==> src/rtl/rxf_pkg.sv <==
package rxf_pkg;
  typedef struct packed {
    logic [1:0] rx_trig;
    logic [1:0] tx_trig;
    logic       dma;
    logic       en;
  } ctl_t;

  function automatic int unsigned trig_level(input logic [1:0] sel, input int unsigned depth);
    case (sel)
      2'd0:    return 1;
      2'd1:    return depth / 4;
      2'd2:    return depth / 2;
      default: return depth - depth / 8;
    endcase
  endfunction
endpackage

==> src/rtl/rxf_ctl_reg.sv <==
module rxf_ctl_reg
  import rxf_pkg::*;
(
  input  logic       clk_i,
  input  logic       rst_ni,
  input  logic       wr_i,
  input  logic [7:0] wdata_i,
  output ctl_t       ctl_o,
  output logic       flush_o
);
  ctl_t ctl_q;
  logic unused_bit2;
  assign unused_bit2 = wdata_i[2];

  always_ff @(posedge clk_i or negedge rst_ni) begin
    if (!rst_ni) begin
      ctl_q <= '0;
    end else if (wr_i) begin
      ctl_q.en <= wdata_i[0];
      if (wdata_i[0]) begin
        ctl_q.dma     <= wdata_i[3];
        ctl_q.tx_trig <= wdata_i[5:4];
        ctl_q.rx_trig <= wdata_i[7:6];
      end
    end
  end

  // flush on gated reset request or any enable change; never stored
  assign flush_o = wr_i & ((wdata_i[0] & wdata_i[1]) | (wdata_i[0] != ctl_q.en));
  assign ctl_o   = ctl_q;

  p_gated_fields_r3: assert property (@(posedge clk_i) disable iff (!rst_ni)
    wr_i && !wdata_i[0] |=> $stable(ctl_q.dma) && $stable(ctl_q.tx_trig) && $stable(ctl_q.rx_trig) && !ctl_q.en);

  p_program_r2: assert property (@(posedge clk_i) disable iff (!rst_ni)
    wr_i && wdata_i[0] |=> ctl_q.en && ctl_q.dma == $past(wdata_i[3]) && ctl_q.rx_trig == $past(wdata_i[7:6]));
endmodule

==> src/rtl/rxf_store.sv <==
module rxf_store #(
  parameter int unsigned DEPTH = 64,
  parameter int unsigned DW    = 8,
  localparam int unsigned AW   = $clog2(DEPTH),
  localparam int unsigned LW   = $clog2(DEPTH + 1)
) (
  input  logic          clk_i,
  input  logic          rst_ni,
  input  logic          flush_i,
  input  logic          cap1_i,
  input  logic          push_i,
  input  logic [DW-1:0] din_i,
  input  logic          pop_i,
  output logic [DW-1:0] dout_o,
  output logic [LW-1:0] level_o,
  output logic          ovr_o
);
  localparam logic [LW-1:0] FULL = LW'(DEPTH);

  logic [DW-1:0] mem [DEPTH];
  logic [AW-1:0] rptr_q, wptr_q;
  logic [LW-1:0] level_q, cap;
  logic [DW-1:0] dout_q;
  logic          ovr_q, pop_ok, push_ok;

  function automatic logic [AW-1:0] nxt(input logic [AW-1:0] p);
    return (p == AW'(DEPTH - 1)) ? '0 : p + 1'b1;
  endfunction

  assign cap     = cap1_i ? LW'(1) : FULL;
  assign pop_ok  = pop_i & (level_q != '0) & ~flush_i;
  assign push_ok = push_i & (flush_i | (level_q < cap) | pop_ok);

  always_ff @(posedge clk_i) begin
    if (push_ok) mem[flush_i ? '0 : wptr_q] <= din_i;
  end

  always_ff @(posedge clk_i or negedge rst_ni) begin
    if (!rst_ni) begin
      rptr_q  <= '0;
      wptr_q  <= '0;
      level_q <= '0;
      ovr_q   <= 1'b0;
      dout_q  <= '0;
    end else if (flush_i) begin
      rptr_q  <= '0;
      wptr_q  <= push_i ? AW'(1) : '0;
      level_q <= push_i ? LW'(1) : '0;
      ovr_q   <= 1'b0;
    end else begin
      if (push_ok) wptr_q <= nxt(wptr_q);
      if (pop_ok) begin
        rptr_q <= nxt(rptr_q);
        dout_q <= mem[rptr_q];
      end
      unique case ({push_ok, pop_ok})
        2'b10:   level_q <= level_q + 1'b1;
        2'b01:   level_q <= level_q - 1'b1;
        default: level_q <= level_q;
      endcase
      if (push_i && !push_ok) ovr_q <= 1'b1;
    end
  end

  assign dout_o  = dout_q;
  assign level_o = level_q;
  assign ovr_o   = ovr_q;

  p_level_bound_r6: assert property (@(posedge clk_i) disable iff (!rst_ni) level_q <= FULL);

  p_single_r7: assert property (@(posedge clk_i) disable iff (!rst_ni)
    cap1_i && !flush_i |-> level_q <= LW'(1));

  p_no_overflow_r8: assert property (@(posedge clk_i) disable iff (!rst_ni)
    push_i && !pop_i && !flush_i && level_q == cap |=> level_q == $past(level_q) && ovr_q);

  p_empty_read_r9: assert property (@(posedge clk_i) disable iff (!rst_ni)
    pop_i && !flush_i && level_q == '0 |=> $stable(dout_q) && level_q == $past(level_q) + LW'($past(push_i)));

  p_flush_r4: assert property (@(posedge clk_i) disable iff (!rst_ni)
    flush_i && !push_i |=> level_q == '0 && !ovr_q);
endmodule

==> src/rtl/rx_fifo_ctl.sv <==
module rx_fifo_ctl #(
  parameter int unsigned DEPTH = 64,
  parameter int unsigned DW    = 8,
  localparam int unsigned LW   = $clog2(DEPTH + 1)
) (
  input  logic          clk_i,
  input  logic          rst_ni,
  input  logic          ctl_wr_i,
  input  logic [7:0]    ctl_wdata_i,
  input  logic          rx_valid_i,
  input  logic [DW-1:0] rx_byte_i,
  input  logic          rd_i,
  output logic [DW-1:0] rd_data_o,
  output logic [LW-1:0] level_o,
  output logic          trig_o,
  output logic          overrun_o,
  output logic          fifo_en_o,
  output logic          dma_mode_o,
  output logic [1:0]    tx_trig_sel_o,
  output logic [1:0]    rx_trig_sel_o
);
  import rxf_pkg::*;

  ctl_t          ctl;
  logic          flush;
  logic [LW-1:0] level, thr;

  rxf_ctl_reg u_ctl (
    .clk_i   (clk_i),
    .rst_ni  (rst_ni),
    .wr_i    (ctl_wr_i),
    .wdata_i (ctl_wdata_i),
    .ctl_o   (ctl),
    .flush_o (flush)
  );

  rxf_store #(.DEPTH(DEPTH), .DW(DW)) u_store (
    .clk_i   (clk_i),
    .rst_ni  (rst_ni),
    .flush_i (flush),
    .cap1_i  (~ctl.en),
    .push_i  (rx_valid_i),
    .din_i   (rx_byte_i),
    .pop_i   (rd_i),
    .dout_o  (rd_data_o),
    .level_o (level),
    .ovr_o   (overrun_o)
  );

  assign thr           = ctl.en ? LW'(trig_level(ctl.rx_trig, DEPTH)) : LW'(1);
  assign trig_o        = level >= thr;
  assign level_o       = level;
  assign fifo_en_o     = ctl.en;
  assign dma_mode_o    = ctl.dma;
  assign tx_trig_sel_o = ctl.tx_trig;
  assign rx_trig_sel_o = ctl.rx_trig;

  p_enable_flush_r5: assert property (@(posedge clk_i) disable iff (!rst_ni)
    ctl_wr_i && !rx_valid_i && (ctl_wdata_i[0] != fifo_en_o) |=> level_o == '0 && !overrun_o);
endmodule

==> config.mk <==
export PLATFORM = sky130hd
export DESIGN_NAME = rx_fifo_ctl
export DESIGN_NICKNAME = d
export VERILOG_FILES = /design/src/rtl/rxf_pkg.sv /design/src/rtl/rxf_ctl_reg.sv /design/src/rtl/rxf_store.sv /design/src/rtl/rx_fifo_ctl.sv
export SDC_FILE = /design/constraint.sdc
export NUM_CORES = 1
export LEC_CHECK = 0
export BUFFER_PORTS_ARGS = -buffer_cell sky130_fd_sc_hd__buf_2
export CAP_MARGIN = 20
export CORE_ASPECT_RATIO = 1.4
export CORE_MARGIN = 2
export CORE_UTILIZATION = 50
export CTS_CLUSTER_DIAMETER = 100
export CTS_CLUSTER_SIZE = 30
export DETAILED_ROUTE_END_ITERATION = 16
export PLACE_DENSITY = 0.66
export REMOVE_ABC_BUFFERS = 1
export SLEW_MARGIN = 30
export SYNTH_ARGS = -nofsm -noshare
export SYNTH_HDL_FRONTEND = slang
export SYNTH_HIERARCHICAL = 1
export SYNTH_SLANG_ARGS = --single-unit
==> constraint.sdc <==
create_clock -name clk_i -period 8.5 [get_ports clk_i]
set_clock_uncertainty 0.15 [all_clocks]
set_input_delay 0.85 -clock clk_i [delete_from_list [all_inputs] [get_ports clk_i]]
set_output_delay 0.85 -clock clk_i [all_outputs]
set_load 0.05 [all_outputs]
==> results of run 1 <==
## flip-flops by register name (all words and copies together), names as in the netlist
signal           cells
u_store/mem        512
u_store/level_o      7
u_store/dout_o       8
u_store/wptr_q       6
u_store/rptr_q       6
u_ctl/ctl_o          6
u_store/ovr_o        1
## metal layers
metal	track usage, %	vias to the layer above	wire [um]
li1	-	4595	-
met1	26.39	5592	17900
met2	34.32	286	23250
met3	2.245	67	2011
met4	7.304	0	1642
met5	0	-	0
## how the worst max path moves through the flow
stage	from	endpoint	slack, ns
final	u_ctl/ctl_o[0]	u_store/mem[63][7]	4.24
after global routing	u_ctl/ctl_o[0]	u_store/mem[15][1]	4.13
after CTS	u_store/level_o[0]	u_store/level_o[6]	4.18
after detailed placement	ctl_wdata_i[0]	u_store/level_o[6]	3.87
after global placement	ctl_wdata_i[0]	u_store/level_o[6]	3.88
after floorplan	u_store/rptr_q[1]	u_store/dout_o[2]	3.16
## area by class of cell
cell class                      count  area (sq um)  share of cell area (%)
Tap cell                          552         690.7                   2.970
Inverter                           13         48.80                  0.2099
Multi-Input combinational cell    506          5304                   22.81
Clock buffer                       37         628.1                   2.701
Timing Repair Buffer               52         310.3                   1.334
Sequential cell                   546         16240                   69.83
Clock inverter                      2         33.78                  0.1453
## placed cells by master (no fill, tap or decap), types with 14 or more instances in the layout
cell type / instances
clkbuf_1: 14
nor2_1: 91
edfxtp_1: 512
nand2_1: 43
o21ai_0: 15
o22ai_1: 18
mux2i_1: 34
buf_2: 37
dfrtp_1: 31
mux4_2: 126
a22oi_1: 22
a21oi_1: 22
clkbuf_16: 23
buf_4: 14
## worst max-delay path: cells and delay by family (launching register included)
family	cells	cell delay [ns]
AOI/OAI and AO/OA	2	0.55
and+or+nand+nor	3	2.37
adders and majority gates	1	0.21
DFF	1	0.51
buffers and inverters	1	0.10
## stage by stage
| stage | power (mW) | instance area (sq um) | util, % | setup WS [ns] | hold slack, ns |
|---|---|---|---|---|---|
| floorplan | 4.399 | 21570 | - | 3.158 | 0.3793 |
| global placement | 4.732 | 22550 | 52.29 | 3.878 | 0.3239 |
| detailed placement | 4.753 | 22580 | 52.36 | 3.868 | 0.3443 |
| CTS | 6.024 | 23240 | 53.90 | 4.180 | 0.2078 |
| global route | 6.209 | 23250 | 53.91 | 4.133 | 0.2525 |
| finish | 5.963 | 23250 | 53.91 | 4.239 | 0.1949 |
## logic make-up after synthesis
| group | share of synthesized area [%] |
|---|---|
| muxes | 15.48 |
| buffers and inverters | 1.432 |
| xor gates and xnor gates | 0.1605 |
| and+or+nand+nor | 4.223 |
| AOI/OAI and AO/OA | 3.616 |
| adders and majority gates | 0.7793 |
| DFF | 74.31 |
## report_power, final
group	internal, mW	switching, mW	total (mW)
Combinational	0.651	0.809	1.46
Sequential	3.02	0.192	3.21
Clock	0.521	0.771	1.29
Total	4.19	1.77	5.96
==> results.ini, run 1 <==
[power_and_ir_drop]
power.leakage_nw = 7.173
vdd_ir_drop_max_v = 0.0001434
power.density_mw_per_mm2 = 256.4

[place]
gp_congestion = 0.8117
dp.cells = 1668
hpwl_um = 27900
portBuffers = 42

[clocking]
clk_latency_ns = 0.57
cts_buffer_depth = 3
clk_pin_slew_ns = 0.11
cts_buffers = 22
cts-resized-gates = 0
cts_root_buf = clkbuf_16
clock-sinks = 546
cts_hold_buf = 0
h-tree-depth = 1
cts_setup_buffers = 0
cts_tree = built

[outcome]
status = finished, final reports clean

[route]
via_count = 10540
final_antenna_net_count = 0
drt_iter0_drc = 996
post_drt_wl_per_cell_um = 26.23
first_pass_iters = 5
wl_um = 44800
post-route-drc-count = 0
routed_via_density = 6.171

[worst_setup_path]
r2r_start = u_ctl/ctl_o[0]
slowest_delay_ns = 0.97
reg2reg_to = u_store/mem[63][7]
arrival_ns = 4.31
slowest_stage = nor2_1
cp_cell_sequence = inv_1 -> ha_1 -> or4b_2 -> o22ai_2 -> o21a_1 -> nand4_1 -> nor2_1
start_kind = register
crit_required_ns = 8.55
critical_path_class = reg2reg
r2r_setup_slack_ns = 4.24
crit_fanout = 9
rr_worst_depth = 7
endpoint_kind = register

[synth]
yosysTopAreaCell = edfxtp_1
synthArstFlopShare_pct = 6.227
ys_seq_elements = 546
synth_cells = 1122
netlist.area_leader.share_pct = 70.41
synth_cell_types = 64
ys.flop_type = edfxtp_1
ys_seq_area_share_pct = 74.31
synth_area_leaders = edfxtp_1, mux4_2, dfrtp_1
synth_edf_count = 512
synth_most_common_cell = edfxtp_1
syn_avg_cell_area_sq_um = 19.46
syn-cell-area_sq_mm = 0.02184
yosys-top-cells-count = edfxtp_1, mux4_2, nor2_1
synth-warning-count = 6

[timing]
finalHoldViolCount = 0
max_slew_margin_pct = 35.44
worstMarginPinSlew_ns = 0.9655
period_needed_ns = 4.261
timing.setup.tns_ns = 0
finalSetupViolCount = 0
max_freq_ghz = 0.2347
rsz0062_at_grt = no
slew_violations = 0
min_period_over_period_pct = 50.13

[final_layout]
antennaDiodeCount = 0
drive_above_1_share_pct = 20.33
nFillCells = 3319
layout.nets = 1175
area_growth_pct = 6.486
finalNonFillerCells = 1708

[min_path]
worstHoldPathType = in2async

[grt]
grt_pass1_wl_um = 67340
grt_max_degree = 65
antenna_found_initial = 0
grt_pass1_vias = 10620
grt_overflow_total = 0
grt_usage_pct = 19.92

[die]
boundaryPins = 44
die_w_um = 180.6
core-area_sq_mm = 0.04313
dieArea_sq_mm = 0.04538
dieHeight_um = 251.3
rows = 90
initial_core_util_pct = 50.63

[run]
cap_violations = 0

Note: power is estimated with default switching activity, not from simulation.
==> inputs of run 2 (changes only) <==
- ABC_AREA: default -> 1
- clock period: 8.5 -> 4.1 ns (I/O delays scaled with it)
==> run 2 against run 1 <==
Setup slack worse by 3.2 ns; critical path type unchanged; first-iteration DRC count up 68%; sequential cell count unchanged; worst hold slack worse by 0.14 ns.
==> results.ini, run 2 <==
[clocking]
h-tree-depth = 1
cts_root_buf = clkbuf_16
cts_tree = built
clock-sinks = 546
cts_buffers = 22
clk_latency_ns = 0.57
cts_buffer_depth = 3
cts-resized-gates = 0
clk_pin_slew_ns = 0.11

[synth]
ys.flop_type = edfxtp_1
synth_edf_count = 512
synthArstFlopShare_pct = 6.227
synth_most_common_cell = nand2_1
netlist.area_leader.share_pct = 65.51
synth_area_leaders = edfxtp_1, nand2_1, nand3_1
yosysTopAreaCell = edfxtp_1
ys_seq_area_share_pct = 69.14
synth_cells = 2165
synth_cell_types = 36
syn-cell-area_sq_mm = 0.02347
ys_seq_elements = 546
syn_avg_cell_area_sq_um = 10.84
yosys-top-cells-count = nand2_1, edfxtp_1, nand3_1
synth-warning-count = 6

[power_and_ir_drop]
power.leakage_nw = 9.424
power.density_mw_per_mm2 = 563.4
total_power_mw = 14.02
vdd_ir_drop_max_v = 0.0006469

[route]
post-route-drc-count = 0
routed_via_density = 5.475
wl_um = 54810
first_pass_iters = 5
final_antenna_net_count = 0
drt_iter0_drc = 1669
via_count = 15260
post_drt_wl_per_cell_um = 19.66

[worst_setup_path]
r2r_setup_slack_ns = 1.06
start_kind = register
slowest_delay_ns = 0.71
endpoint_kind = register
cp_top_family = simple AND/OR/NAND/NOR gates
arrival_ns = 3.11
critical_path_class = reg2reg
cp_cell_sequence = inv_1 -> nor2_1 -> nor2_1 -> buf_4 -> nor3_1 -> nand2_1 -> nor2_1
crit_buf_inv = 2
slowest_stage = nor2_1
path_common_cell = nor2_1
crit_required_ns = 4.17
crit_fanout = 14

[final_layout]
nFillCells = 3900
layout_common_cells = nand2_1, edfxtp_1, nand3_1
multi_input_comb_area_sq_mm = 0.006092
seqCellArea_sq_mm = 0.01623
final_common_cell = nand2_1
largest_reg_flops = 512
antennaDiodeCount = 0
layout.nets = 2189
top_register = u_store/mem
area_growth_pct = 6.014
drive_above_1_share_pct = 5.758

[timing]
min_period_over_period_pct = 74.08
worstMarginPinSlew_ns = 0.9325
finalSetupViolCount = 0
max_slew_margin_pct = 37.84
max_freq_ghz = 0.3292
finalHoldViolCount = 0
timing.setup.tns_ns = 0
rsz0062_at_grt = no
period_needed_ns = 3.037
slew_violations = 0
timing.hold.ws_ns = 0.05122

[grt]
grt_overflow_total = 0
grt_usage_pct = 22.45
grt_pass1_wl_um = 83680
antenna_found_initial = 0
grt_pass1_vias = 14440
grt_max_degree = 194

[run]
cap_violations = 0

[outcome]
status = finished, final reports clean

[min_path]
worstHoldPathType = in2reg

[die]
die_w_um = 187.1
initial_core_util_pct = 50.80
boundaryPins = 44
dieHeight_um = 260.3
dieArea_sq_mm = 0.04871
rows = 93
core-area_sq_mm = 0.04620

[place]
gp_congestion = 0.8417
hpwl_um = 33730
portBuffers = 42

run 2: changes by cell type after synthesis, sizes merged, moves of 18 or more:
cell | before | now
nand2 | 44 | 770
nand3 | 11 | 404
mux4 | 126 | 0
inv | 13 | 129
buf | 32 | 95
mux2i | 34 | 0
a22oi | 22 | 0
or2 | 1 | 19
run 2: kinds of logic after synthesis:
kind of cell               count (synthesis)  synth area share (%)
AOI/OAI and AO/OA                         53                 1.370
and+or+nand+nor                         1302                 23.71
xor gates and xnor gates                   4                0.1493
DFF                                      546                 69.14
buffers and inverters                    247                 4.905
adders and majority gates                 13                0.7250
run 2: per-layer routing:
metal,up-vias,track usage (%),part of all wire [%]
met2,545,40.15,51
met5,-,0,0
met3,81,2.501,6.3
met4,0,6.922,2.6
li1,7302,-,-
met1,7336,28.87,40
run 2: worst paths after layout:
| kind | endpoint | cells past startpoint | from |
|---|---|---|---|
| setup reg to reg | u_store/mem[46][5] | 7 | u_ctl/ctl_o[0] |
| hold reg to reg | u_ctl/ctl_o[3] | 2 | u_ctl/ctl_o[3] |
| max in group asynchronous | u_store/rptr_q[1] | 2 | rst_ni |
| setup / recovery | u_store/mem[46][5] | 7 | u_ctl/ctl_o[0] |
| min in group asynchronous | u_store/rptr_q[0] | 2 | rst_ni |
| hold / removal | u_ctl/ctl_o[0] | 3 | ctl_wdata_i[0] |
run 2: layout make-up:
cell class / count / share of cell area [%]
Clock buffer: 39 / 2.555
Clock inverter: 1 / 0.1207
Timing Repair Buffer: 80 / 2.434
Sequential cell: 546 / 65.25
Multi-Input combinational cell: 1372 / 24.49
Tap cell: 617 / 3.103
Inverter: 133 / 2.052
run 2: through the flow:
step	instance area, sq um	worst slack, ns	utilization, %	instances
final	24880	1.063	53.86	2788
after global routing	24880	0.8856	53.86	2788
after CTS	24850	1.081	53.79	2787
after detailed placement	24050	0.9837	52.07	2734
after global placement	24050	0.9699	52.06	2734
after floorplan	22820	-3.988	-	2051
run 2: what timing repair did:
item                                   CTS  global route
setup buffers                            0             0
endpoints found under the hold margin   41             0
hold buffers                            13             0
run 2: report_power, final:
part | switching [mW] | leakage [nW] | internal [mW] | total [mW]
combinational | 3.56 | 4.07 | 1.33 | 4.88
clock | 1.59 | 0.314 | 1.09 | 2.67
sequential | 0.204 | 5.04 | 6.25 | 6.46
run 2: worst register-to-register path, delay by kind of cell (launching register included):
kind	cells	cell delay, ns
simple gates	5	1.77
flops	1	0.49
buf+inv	2	0.27
==> inputs of run 3 (changes only) <==
- ABC_AREA: 1 -> 0
- clock period: 4.1 -> 3 ns (I/O delays scaled with it)
==> run 3 against run 2 <==
The flow now finishes with violations (negative setup slack); critical path depth increased by 2; clock power increased by 38%; final cell count decreased by 33%; via count decreased by 27%; register-to-register slack got worse by 1.1 ns; combinational power increased by 6.1%; core utilization increased by 3.3 points; power increased by 26%; setup slack got worse by 1.1 ns; count of clock-buffer cells in the layout decreased by 1; first-iteration DRC count decreased by 41%; die area decreased by 6.8%; largest power group unchanged; highest routed layer is now met5.
==> results.ini, run 3 (synthesized netlist as in run 1, its figures left out) <==
[place]
hpwl_um = 31540
place_area_sq_mm = 0.02368
portBuffers = 42
gp_congestion = 0.8711
dp.cells = 1804

[final_layout]
multi_input_comb_area_sq_mm = 0.005371
top_register = u_store/mem
drive_above_1_share_pct = 30.28
largest_reg_flops = 512
seqCellArea_sq_mm = 0.01624
nFillCells = 3227
area_growth_pct = 12.82
antennaDiodeCount = 0
final_common_cell = edfxtp_1
layout_common_cells = edfxtp_1, buf_4, mux4_2
finalNonFillerCells = 1863
final_area_sq_mm = 0.02463
layout.nets = 1329
finish.utilization_pct = 57.12

[power_and_ir_drop]
vdd_ir_drop_max_v = 0.0003925
power.density_mw_per_mm2 = 717.6
power.leakage_nw = 7.992

[timing]
max_slew_margin_pct = 45.70
finalSetupViolCount = 1
timing.hold.ws_ns = 0.02861
finalHoldViolCount = 0
worst_slack_ns = -0.04167
slew_violations = 0
max_freq_ghz = 0.3288
rsz0062_at_grt = yes
worstMarginPinSlew_ns = 0.8145
min_period_over_period_pct = 101.4
period_needed_ns = 3.042

[route]
post-route-drc-count = 0
via_count = 11180
wl_um = 47890
drt_iter0_drc = 985
final_antenna_net_count = 0
first_pass_iters = 6
post_drt_wl_per_cell_um = 25.71
routed_via_density = 6.003

[grt]
grt_pass1_vias = 11300
grt_pass1_wl_um = 71900
grt_usage_pct = 21.22
grt_overflow_total = 0
grt_max_degree = 65
antenna_found_initial = 1

[outcome]
status = finished with violations
violations = negative setup slack

[min_path]
worstHoldPathType = in2reg

[worst_setup_path]
cp_top_family = compound AO/OA/AOI/OAI gates
slowest_delay_ns = 0.54
endpoint_kind = register
arrival_ns = 3.35
cp_cell_sequence = or4_4 -> o211ai_1 -> nor2_2 -> fa_2 -> a211oi_2 -> o21bai_1 -> a21oi_2 -> mux2i_1 -> mux2_2
start_kind = register
crit_required_ns = 3.30
crit_buf_inv = 0
critical_path_class = reg2reg
crit_fanout = 3
slowest_stage = or4_4

[clocking]
clock-sinks = 546
cts_root_buf = clkbuf_16
h-tree-depth = 1
clk_pin_slew_ns = 0.11
cts_buffer_depth = 3
cts_tree = built
cts_buffers = 22
clk_latency_ns = 0.58

[die]
initial_core_util_pct = 50.63
core-area_sq_mm = 0.04313
rows = 90
die_w_um = 180.6
dieArea_sq_mm = 0.04538
dieHeight_um = 251.3
boundaryPins = 44

[run]
cap_violations = 0

-- run 3: changes by cell type in the layout (fill, tap and decap cells not counted), moves of 9 or more --
cell / previous run / this run
o22ai_1: 4 / 18
nand3_1: 402 / 11
mux2_2: 0 / 10
buf_6: 0 / 11
a22oi_1: 0 / 22
mux2i_1: 0 / 34
or2_0: 10 / 0
inv_1: 124 / 12
mux4_2: 0 / 126
buf_4: 23 / 135
nand2_1: 765 / 43
nor2_1: 93 / 84
-- run 3: layout make-up --
cell class	count	area share [%]
Tap cell	552	2.804
Multi-Input combinational cell	506	21.80
Inverter	13	0.1981
Clock inverter	2	0.1321
Timing Repair Buffer	206	6.587
Clock buffer	38	2.565
Sequential cell	546	65.91
-- run 3: timing repair --
| action | CTS | global route |
|---|---|---|
| gates resized for setup | 7 | 28 |
| setup endpoints to repair | 2 | 224 |
| pin swaps | 4 | 7 |
| hold buffers | 10 | 0 |
| buffers inserted | 1 | 8 |
| endpoints found under the hold margin | 44 | 0 |
-- run 3: path summary, 6_finish.rpt --
path,startpoint,endpoint,slack (ns),cells after the start
min reg2reg,u_store/ovr_o,u_store/ovr_o,0.35,2
max in group asynchronous,rst_ni,u_store/rptr_q[0],1.90,2
max reg2reg,u_store/level_o[0],u_store/level_o[6],-0.04,9
max,u_store/level_o[0],u_store/level_o[6],-0.04,9
min in group asynchronous,rst_ni,u_store/dout_o[0],0.19,2
min,rx_byte_i[5],u_store/mem[50][5],0.03,1
-- run 3: power breakdown --
group	switching, mW	leakage [nW]	internal (mW)
logic	2.82	2.65	2.36
clock network	2.21	0.315	1.48
registers	0.252	5.03	8.56
-- run 3: metrics by stage --
stage / power [mW] / TNS [ns] / setup WS (ns)
2_1_floorplan: 12.29 / -293.07 / -2.342
3_3_place_gp: 13.94 / -0.1929 / -0.1929
3_5_place_dp: 13.99 / -0.2220 / -0.2220
4_1_cts: 17.64 / 0 / 0.01836
5_1_grt: 18.37 / -0.4855 / -0.1265
6_report: 17.68 / -0.04167 / -0.04167
-- run 3: worst reg2reg max path, stage by stage (launching register included) --
cell and delay [ns]:
dfrtp_1 0.39, or4_4 0.54, o211ai_1 0.26, nor2_2 0.11, fa_2 0.36, a211oi_2 0.23
o21bai_1 0.11, a21oi_2 0.21, mux2i_1 0.22, mux2_2 0.36
-- run 3: layer usage --
| metal | global-route usage, % | part of all wire, % |
|---|---|---|
| met3 | 2.231 | 5.0 |
| met4 | 7.673 | 3.3 |
| met5 | 0 | 0.015 |
| met2 | 36.68 | 52 |
| met1 | 28.15 | 40 |
